$ cat config.mk
export PLATFORM = sky130hd
export DESIGN_NAME = txmsg_ctrl
export DESIGN_NICKNAME = d
export VERILOG_FILES = /design/src/rtl/txmsg_pkg.sv /design/src/rtl/txmsg_store.sv /design/src/rtl/txmsg_sft.sv /design/src/rtl/txmsg_seq.sv /design/src/rtl/txmsg_ctrl.sv
export SDC_FILE = /design/constraint.sdc
export NUM_CORES = 1
export LEC_CHECK = 0
export BUFFER_PORTS_ARGS = -buffer_cell sky130_fd_sc_hd__buf_2
export CORE_UTILIZATION = 36
export CTS_BUF_LIST = sky130_fd_sc_hd__clkbuf_8
export CTS_CLUSTER_DIAMETER = 200
export CTS_CLUSTER_SIZE = 40
export DETAILED_ROUTE_END_ITERATION = 7
export GPL_ROUTABILITY_DRIVEN = 0
export HOLD_SLACK_MARGIN = 0.1
export RECOVER_POWER = 50
export SYNTH_ARGS = -nofsm -noshare
export SYNTH_HDL_FRONTEND = slang
export SYNTH_SLANG_ARGS = --single-unit
export TNS_END_PERCENT = 20
$ cat constraint.sdc
create_clock -name clk_i -period 3 [get_ports clk_i]
set_input_delay 0.6 -clock clk_i [delete_from_list [all_inputs] [get_ports clk_i]]
set_output_delay 0.6 -clock clk_i [all_outputs]
set_load 0.05 [all_outputs]
$ cat src/rtl/txmsg_pkg.sv
package txmsg_pkg;
  typedef enum logic [1:0] {
    ST_IDLE = 2'd0,
    ST_BUSY = 2'd1,
    ST_OK   = 2'd2,
    ST_ERR  = 2'd3
  } tx_stat_e;

  localparam logic [1:0] CMD_NOP   = 2'd0;
  localparam logic [1:0] CMD_SEND  = 2'd1;
  localparam logic [1:0] CMD_ABORT = 2'd2;
  localparam logic [1:0] CMD_DROP  = 2'd3;

  localparam logic [7:0] ADR_LEN  = 8'h10;
  localparam logic [7:0] ADR_CMD  = 8'h11;
  localparam logic [7:0] ADR_CLR  = 8'h13;
  localparam logic [7:0] ADR_SFT  = 8'h40;
  localparam logic [7:0] ADR_STAT = 8'h93;
  localparam logic [7:0] ADR_CNT  = 8'h94;
endpackage

$ cat src/rtl/txmsg_store.sv
module txmsg_store #(
  parameter int MSG_BYTES = 16,
  parameter int DATA_W    = 8,
  parameter int IDX_W     = 4
) (
  input  logic              clk_i,
  input  logic              rst_ni,
  input  logic              clr_i,
  input  logic              wr_byte_i,
  input  logic              wr_len_i,
  input  logic              drop_i,
  input  logic [IDX_W-1:0]  idx_i,
  input  logic [DATA_W-1:0] wr_data_i,
  input  logic [IDX_W-1:0]  str_idx_i,
  output logic [DATA_W-1:0] rd_byte_o,
  output logic [DATA_W-1:0] str_byte_o,
  output logic [IDX_W-1:0]  len_o,
  output logic              loaded_o
);
  logic [DATA_W-1:0] mem_q [MSG_BYTES];
  logic [IDX_W-1:0]  len_q;
  logic              loaded_q;

  for (genvar g = 0; g < MSG_BYTES; g++) begin : g_byte
    always_ff @(posedge clk_i or negedge rst_ni) begin
      if (!rst_ni)                                       mem_q[g] <= '0;
      else if (clr_i)                                    mem_q[g] <= '0;
      else if (wr_byte_i && idx_i == IDX_W'(g))          mem_q[g] <= wr_data_i;
    end
  end

  always_ff @(posedge clk_i or negedge rst_ni) begin
    if (!rst_ni) begin
      len_q    <= '0;
      loaded_q <= 1'b0;
    end else if (clr_i) begin
      len_q    <= '0;
      loaded_q <= 1'b0;
    end else if (wr_len_i) begin
      len_q    <= wr_data_i[IDX_W-1:0];
      loaded_q <= 1'b1;
    end else if (drop_i) begin
      loaded_q <= 1'b0;
    end
  end

  assign rd_byte_o  = mem_q[idx_i];
  assign str_byte_o = mem_q[str_idx_i];
  assign len_o      = len_q;
  assign loaded_o   = loaded_q;

  AST_CLR_EMPTIES: assert property (@(posedge clk_i) disable iff (!rst_ni)
    clr_i |=> (!loaded_o && len_o == '0)) else $error("clear left data");
  AST_DROP_UNLOADS: assert property (@(posedge clk_i) disable iff (!rst_ni)
    (drop_i && !wr_len_i) |=> !loaded_o) else $error("drop kept message");
endmodule

$ cat src/rtl/txmsg_sft.sv
module txmsg_sft #(
  parameter int ADDR_W  = 8,
  parameter int DATA_W  = 8,
  parameter int SFT_W   = 11,
  parameter int SFT_NUM = 3
) (
  input  logic                     clk_i,
  input  logic                     rst_ni,
  input  logic                     we_i,
  input  logic [ADDR_W-1:0]        addr_i,
  input  logic [DATA_W-1:0]        wdata_i,
  output logic [SFT_NUM*SFT_W-1:0] sft_o,
  output logic                     rd_hit_o,
  output logic [DATA_W-1:0]        rd_data_o
);
  import txmsg_pkg::*;
  localparam int HI_W = SFT_W - DATA_W;

  logic [DATA_W-1:0] lo_q [SFT_NUM];
  logic [HI_W-1:0]   hi_q [SFT_NUM];

  for (genvar g = 0; g < SFT_NUM; g++) begin : g_sft
    localparam logic [ADDR_W-1:0] A_LO = ADDR_W'(int'(ADR_SFT) + 2*g);
    localparam logic [ADDR_W-1:0] A_HI = ADDR_W'(int'(ADR_SFT) + 2*g + 1);
    always_ff @(posedge clk_i or negedge rst_ni) begin
      if (!rst_ni) begin
        lo_q[g] <= '0;
        hi_q[g] <= '0;
      end else if (we_i) begin
        if (addr_i == A_LO) lo_q[g] <= wdata_i;
        if (addr_i == A_HI) hi_q[g] <= wdata_i[HI_W-1:0];
      end
    end
    assign sft_o[g*SFT_W +: SFT_W] = {hi_q[g], lo_q[g]};
  end

  always_comb begin
    rd_hit_o  = 1'b0;
    rd_data_o = '0;
    for (int i = 0; i < SFT_NUM; i++) begin
      if (addr_i == ADDR_W'(int'(ADR_SFT) + 2*i)) begin
        rd_hit_o  = 1'b1;
        rd_data_o = lo_q[i];
      end
      if (addr_i == ADDR_W'(int'(ADR_SFT) + 2*i + 1)) begin
        rd_hit_o  = 1'b1;
        rd_data_o = {{(DATA_W-HI_W){1'b0}}, hi_q[i]};
      end
    end
  end

  AST_SFT_HOLD: assert property (@(posedge clk_i) disable iff (!rst_ni)
    !we_i |=> $stable(sft_o)) else $error("wait time moved");
endmodule

$ cat src/rtl/txmsg_seq.sv
module txmsg_seq #(
  parameter int IDX_W = 4
) (
  input  logic             clk_i,
  input  logic             rst_ni,
  input  logic             clr_i,
  input  logic             cmd_we_i,
  input  logic [1:0]       cmd_i,
  input  logic             loaded_i,
  input  logic [IDX_W-1:0] len_i,
  input  logic             byte_ready_i,
  input  logic             eng_done_i,
  input  logic             eng_err_i,
  output logic [1:0]       stat_o,
  output logic [1:0]       cmd_o,
  output logic [IDX_W-1:0] idx_o,
  output logic             byte_valid_o,
  output logic             byte_last_o,
  output logic             drop_o,
  output logic             irq_o
);
  import txmsg_pkg::*;

  typedef enum logic [1:0] {PH_OFF, PH_SEND, PH_WAIT} phase_e;

  tx_stat_e         stat_q;
  phase_e           phase_q;
  logic [IDX_W-1:0] idx_q;
  logic [1:0]       cmd_q;
  logic             irq_q;
  logic             busy, abort_hit, result_hit, last_hs;

  assign busy       = (stat_q == ST_BUSY);
  assign abort_hit  = cmd_we_i && cmd_i == CMD_ABORT && busy;
  assign result_hit = busy && (eng_done_i || eng_err_i);
  assign last_hs    = byte_valid_o && byte_ready_i && byte_last_o;

  always_ff @(posedge clk_i or negedge rst_ni) begin
    if (!rst_ni) begin
      stat_q  <= ST_IDLE;
      phase_q <= PH_OFF;
      idx_q   <= '0;
      cmd_q   <= CMD_NOP;
      irq_q   <= 1'b0;
    end else begin
      irq_q <= 1'b0;
      if (cmd_we_i && !clr_i) cmd_q <= cmd_i;
      if (clr_i) begin
        stat_q  <= ST_IDLE;
        phase_q <= PH_OFF;
        idx_q   <= '0;
      end else if (abort_hit) begin
        stat_q  <= ST_ERR;
        phase_q <= PH_OFF;
        irq_q   <= 1'b1;
      end else if (result_hit) begin
        stat_q  <= eng_err_i ? ST_ERR : ST_OK;
        phase_q <= PH_OFF;
        irq_q   <= 1'b1;
      end else if (busy) begin
        if (byte_valid_o && byte_ready_i) begin
          if (last_hs) phase_q <= PH_WAIT;
          else         idx_q   <= idx_q + 1'b1;
        end
      end else if (cmd_we_i) begin
        unique case (cmd_i)
          CMD_SEND: if (loaded_i) begin
            stat_q  <= ST_BUSY;
            phase_q <= PH_SEND;
            idx_q   <= '0;
          end
          CMD_NOP, CMD_DROP: stat_q <= ST_IDLE;
          default: ;
        endcase
      end
    end
  end

  assign drop_o       = cmd_we_i && cmd_i == CMD_DROP && !busy && !clr_i;
  assign byte_valid_o = (phase_q == PH_SEND);
  assign byte_last_o  = byte_valid_o && (idx_q == len_i);
  assign stat_o       = stat_q;
  assign cmd_o        = cmd_q;
  assign idx_o        = idx_q;
  assign irq_o        = irq_q;

  AST_IRQ_PULSE: assert property (@(posedge clk_i) disable iff (!rst_ni)
    irq_o |=> !irq_o) else $error("irq longer than one cycle");
  AST_IRQ_RESULT: assert property (@(posedge clk_i) disable iff (!rst_ni)
    irq_o |-> (stat_o == ST_OK || stat_o == ST_ERR)) else $error("irq without result");
  AST_VALID_BUSY: assert property (@(posedge clk_i) disable iff (!rst_ni)
    byte_valid_o |-> stat_o == ST_BUSY) else $error("valid while not busy");
  AST_VALID_HOLD: assert property (@(posedge clk_i) disable iff (!rst_ni)
    (byte_valid_o && !byte_ready_i && !clr_i && !abort_hit && !result_hit)
      |=> (byte_valid_o && $stable(idx_o))) else $error("offered byte moved");
  AST_ABORT_ERR: assert property (@(posedge clk_i) disable iff (!rst_ni)
    (abort_hit && !clr_i) |=> (stat_o == ST_ERR && !byte_valid_o && irq_o)) else $error("abort");
endmodule

$ cat src/rtl/txmsg_ctrl.sv
module txmsg_ctrl #(
  parameter int MSG_BYTES = 16,
  parameter int ADDR_W    = 8,
  parameter int DATA_W    = 8,
  parameter int SFT_W     = 11,
  parameter int SFT_NUM   = 3
) (
  input  logic                     clk_i,
  input  logic                     rst_ni,
  input  logic                     reg_we_i,
  input  logic [ADDR_W-1:0]        reg_addr_i,
  input  logic [DATA_W-1:0]        reg_wdata_i,
  output logic [DATA_W-1:0]        reg_rdata_o,
  output logic                     byte_valid_o,
  output logic [DATA_W-1:0]        byte_data_o,
  output logic                     byte_last_o,
  input  logic                     byte_ready_i,
  input  logic                     eng_done_i,
  input  logic                     eng_err_i,
  output logic [SFT_NUM*SFT_W-1:0] sft_o,
  output logic                     irq_o
);
  import txmsg_pkg::*;

  localparam int                IDX_W   = $clog2(MSG_BYTES);
  localparam logic [ADDR_W-1:0] MSG_LIM = ADDR_W'(MSG_BYTES);

  logic              clr_q;
  logic              busy, in_msg, wr_byte, wr_len, cmd_we, drop;
  logic [1:0]        stat, cmd;
  logic [IDX_W-1:0]  idx, len;
  logic              loaded;
  logic [DATA_W-1:0] rd_byte, sft_rd;
  logic              sft_hit;

  assign busy    = (stat == ST_BUSY);
  assign in_msg  = (reg_addr_i < MSG_LIM);
  assign wr_byte = reg_we_i && in_msg && !busy;
  assign wr_len  = reg_we_i && reg_addr_i == ADR_LEN && !busy;
  assign cmd_we  = reg_we_i && reg_addr_i == ADR_CMD;

  always_ff @(posedge clk_i or negedge rst_ni) begin
    if (!rst_ni)                                   clr_q <= 1'b0;
    else if (reg_we_i && reg_addr_i == ADR_CLR)    clr_q <= reg_wdata_i[0];
  end

  txmsg_store #(.MSG_BYTES(MSG_BYTES), .DATA_W(DATA_W), .IDX_W(IDX_W)) u_store (
    .clk_i     (clk_i),
    .rst_ni    (rst_ni),
    .clr_i     (clr_q),
    .wr_byte_i (wr_byte),
    .wr_len_i  (wr_len),
    .drop_i    (drop),
    .idx_i     (reg_addr_i[IDX_W-1:0]),
    .wr_data_i (reg_wdata_i),
    .str_idx_i (idx),
    .rd_byte_o (rd_byte),
    .str_byte_o(byte_data_o),
    .len_o     (len),
    .loaded_o  (loaded)
  );

  txmsg_sft #(.ADDR_W(ADDR_W), .DATA_W(DATA_W), .SFT_W(SFT_W), .SFT_NUM(SFT_NUM)) u_sft (
    .clk_i    (clk_i),
    .rst_ni   (rst_ni),
    .we_i     (reg_we_i),
    .addr_i   (reg_addr_i),
    .wdata_i  (reg_wdata_i),
    .sft_o    (sft_o),
    .rd_hit_o (sft_hit),
    .rd_data_o(sft_rd)
  );

  txmsg_seq #(.IDX_W(IDX_W)) u_seq (
    .clk_i       (clk_i),
    .rst_ni      (rst_ni),
    .clr_i       (clr_q),
    .cmd_we_i    (cmd_we),
    .cmd_i       (reg_wdata_i[1:0]),
    .loaded_i    (loaded),
    .len_i       (len),
    .byte_ready_i(byte_ready_i),
    .eng_done_i  (eng_done_i),
    .eng_err_i   (eng_err_i),
    .stat_o      (stat),
    .cmd_o       (cmd),
    .idx_o       (idx),
    .byte_valid_o(byte_valid_o),
    .byte_last_o (byte_last_o),
    .drop_o      (drop),
    .irq_o       (irq_o)
  );

  always_comb begin
    reg_rdata_o = '0;
    if (in_msg)                       reg_rdata_o = rd_byte;
    else if (reg_addr_i == ADR_LEN)   reg_rdata_o = DATA_W'(len);
    else if (reg_addr_i == ADR_CMD)   reg_rdata_o = DATA_W'(cmd);
    else if (reg_addr_i == ADR_CLR)   reg_rdata_o = DATA_W'(clr_q);
    else if (reg_addr_i == ADR_STAT)  reg_rdata_o = DATA_W'(stat);
    else if (reg_addr_i == ADR_CNT)   reg_rdata_o = DATA_W'(loaded);
    else if (sft_hit)                 reg_rdata_o = sft_rd;
  end

  AST_BUSY_WR_BLOCK: assert property (@(posedge clk_i) disable iff (!rst_ni)
    (busy && !clr_q) |=> $stable(len)) else $error("length changed while busy");
  AST_SEND_NEEDS_MSG: assert property (@(posedge clk_i) disable iff (!rst_ni)
    $rose(byte_valid_o) |-> $past(loaded)) else $error("sent empty buffer");
endmodule

==> out/metrics.yaml <==
core_area_um2: 27300
insertion_delay_ps: 480
cells_after_synthesis: 867
setup_repair_after_global_routing_missed_its_margin: "true"
synth_cell_type_count: 55
reg2reg_from: "clr_q$_DFFE_PN0P_"
synth_area_leaders: "dfrtp_1 44%, mux4_2 17%, mux2i_1 11%, mux2_2 5.0%, nor2_1 4.0%"
timing_worst_slew_pin_value_ps: 1370
dieWidth_um: 169
detail_route.vias_per_cell: 5.62
reg2regPathDepth: 5
min_delay_worst_endpoint: "u_seq.cmd_o[1]$_DFFE_PN0P_"
cts.htree.levels: 4
p_sw_uw: 1600
drt-total-wl_um: 29200
most_common_library_cell_in_the_layout_ignoring_fill_and_taps: "dfrtp_1"
cts-root-to-sink-buffers: 2
globalRouteTotalUtil: 0.210
finalHoldViolations: 0
detail-route-antenna-nets: 0
clock_period_minus_worst_slack_ps: 3090
crit_arrival_ps: 2490
min_path_type: "flip-flop to flip-flop"
remaining_drc_errors: 0
numPortBuffers: 73
die_area_um2: 28700
stdcell_count: 1346
worst_setup_path_start_kind: "flip-flop"
cp-end-kind: "primary output"
clock_sinks: 178
flow.area_growth_from_synthesis_pct: 17.9
detailedRoute.firstIterationViolations: 637
root_buffer: "clkbuf_8"
post-route-period-util: 1.03
place_hpwl_um: 19800
ys.warnings.count: 0
max-cap-violations: 0
regToRegEndpoint: "u_seq.idx_o[3]$_DFFE_PN0P_"
initial_utilization: 0.370
run_status: "complete, but fails checks"
yosys_register_bits: 178
syn_nets: 893
tritoncts_buffer_count: 17
netlist.top_cell.by_area: "dfrtp_1"
internal_power_uw: 3470
pwr_density_cell_nw_per_um2: 425
clk_pin_slew_ps: 100
synth_top_cell_area_share: 0.441
numPlacedInstances: 1309
layout_common_cells: "176 x dfrtp_1, 109 x mux2i_1, 108 x nor2_1"
ff2ff_setup_slack_ps: 780
die_ht_um: 169
worst_ir_drop_vdd_uv: 268
setup_ws_ps: -85.8
synthesis.area_per_instance_um2: 11.6
wire_per_inst_um: 21.7
ys_async_sr_fraction: 1.00
failing_checks: "setup timing"
finalHoldWorstSlack_ps: 496
synth_sequential_area_ratio: 0.441
fp-row-count: 60
final_nets: 987
critPathMaxFanout: 2
fillers: 2620
globalRouteOverflowTotal: 0
drtPass1Iterations: 5
synth_flop_cell: "dfrtp_1"
largest_net_degree_at_the_start_of_global_routing: 72
power.clock.fraction: 0.329
io-pin-count: 74
share_comb_of_total_power: 0.157
power_switching_share: 0.315
p_seq_frac: 0.514
tns_ps: -562
timing.slew.headroom: 0.0894
layout-drive-gt1-share: 0.319
tritoncts: "done"
count_of_endpoints_failing_setup_in_the_final_report: 9
mappedNetlistArea_um2: 10100
clock-skew-final_ps: 10.1
maxSlewViolCount: 0
worstSetupPathType: "flip-flop to primary output"
worst_hold_path.num_cells: 2
initial_antenna_violation_count: 1
total_leakage_power_uw: 0.00524
first_global_vias: 7547
grt_pass1_wl_um: 45300
synth_enable_flop_cells: 0
critPathRequiredTime_ps: 2400
hp-start: "u_seq.cmd_o[1]$_DFFE_PN0P_"
maximum_clock_frequency_mhz: 324
antenna_cells_inserted: 0
routed_vias: 7565
==> cells by family (layout without fill, tap and decap cells) <==
kind of cell	Yosys count	after routing	synth area share
mux	229	229	0.324
flops	178	178	0.441
buf+inv	76	183	0.0310
fa+ha+maj	4	4	0.00496
simple gates	295	295	0.145
xor+xnor	4	4	0.00347
compound gates	81	81	0.0496
==> metal layers <==
| metal | track usage | vias up | wire [µm] |
|---|---|---|---|
| li1 | - | 3367 | - |
| met1 | 0.293 | 3898 | 13000 |
| met2 | 0.330 | 260 | 13800 |
| met3 | 0.0417 | 38 | 1790 |
| met4 | 0.0623 | 2 | 648 |
| met5 | 0 | - | 13 |
==> layout make-up <==
cell class / count / area (µm²) / area share
sequential: 178 / 4460 / 0.375
clock inverter: 15 / 150 / 0.0126
multi-input combinational: 613 / 5460 / 0.459
tap: 372 / 465 / 0.0391
clock buffer: 17 / 234 / 0.0197
timing repair buffer: 148 / 1110 / 0.0936
inverter: 3 / 11.3 / 0.000947
==> per-stage QoR <==
stage	cell area (µm²)	util	power (µW)	setup slack, ps
after floorplan	10200	-	3150	-30.6
after global placement	11400	0.418	3430	-50.6
after detailed placement	11400	0.418	3440	-103
after CTS	11900	0.436	5110	-111
after global routing	11900	0.437	5260	-146
final	11900	0.437	5060	-85.8
==> timing repair <==
item,4_1_cts,5_1_grt
hold buffers,1,0
cloned,0,2
hold endpoints to repair,47,0
setup endpoints to repair,15,15
resized for setup,27,8
setup buffers,1,1
==> worst max-delay path, stage by stage, from the launching register on <==
cell,delay [ps]
dfrtp_1,410
or3_1,310
mux4_2,470
nand4_1,140
o21ai_1,80
or4_4,430
buf_6,170
==> cells in the mapped netlist (2+ instances only) <==
| master | n |
|---|---|
| a21oi_1 | 47 |
| a31o_2 | 2 |
| a31oi_1 | 2 |
| and2_1 | 3 |
| and3_1 | 3 |
| buf_1 | 9 |
| buf_2 | 16 |
| buf_4 | 2 |
| clkbuf_1 | 46 |
| dfrtp_1 | 178 |
| ha_1 | 4 |
| inv_1 | 3 |
| mux2_2 | 45 |
| mux2i_1 | 110 |
| mux4_2 | 74 |
| nand2_1 | 80 |
| nand2b_1 | 6 |
| nand3_1 | 49 |
| nor2_1 | 108 |
| nor2b_1 | 5 |
| nor3_1 | 8 |
| nor3_4 | 8 |
| nor4_1 | 2 |
| nor4_4 | 3 |
| nor4b_2 | 2 |
| o2111ai_1 | 6 |
| o21a_1 | 2 |
| o21ai_0 | 6 |
| o22a_1 | 2 |
| o31ai_1 | 2 |
| or2_2 | 2 |
| or3_1 | 3 |
| or4_1 | 5 |
| xor2_1 | 3 |
==> worst max-delay path by stage <==
stage	from	endpoint	slack (ps)	depth (start not counted)
after floorplan	reg_addr_i[0]	reg_rdata_o[4]	-30	7
after global placement	reg_addr_i[0]	reg_rdata_o[0]	-50	7
after detailed placement	reg_addr_i[0]	reg_rdata_o[0]	-100	7
after CTS	u_sft.sft_o[19]$_DFFE_PN0P_	reg_rdata_o[0]	-110	6
after global routing	u_sft.sft_o[19]$_DFFE_PN0P_	reg_rdata_o[0]	-150	6
final	u_sft.sft_o[19]$_DFFE_PN0P_	reg_rdata_o[0]	-90	6
==> power by group through the flow <==
| stage | registers, µW | logic [µW] | clock network, µW |
|---|---|---|---|
| floorplan | 2710 | 441 | 0 |
| global placement | 2640 | 785 | 0 |
| detailed placement | 2640 | 793 | 0 |
| CTS | 2600 | 805 | 1710 |
| global route | 2610 | 857 | 1790 |
| finish | 2600 | 796 | 1670 |
==> state kept, by name (all words and copies together), names as in the netlist <==
name and flops:
clr_q 1, u_seq.irq_o 1, u_sft.sft_o 33, u_store.len_o 4
u_store.mem_q 128, u_seq.stat_o 2, u_seq.phase_q 2, u_store.loaded_o 1
u_seq.idx_o 4, u_seq.cmd_o 2
Power figures use the tool's default switching activity.
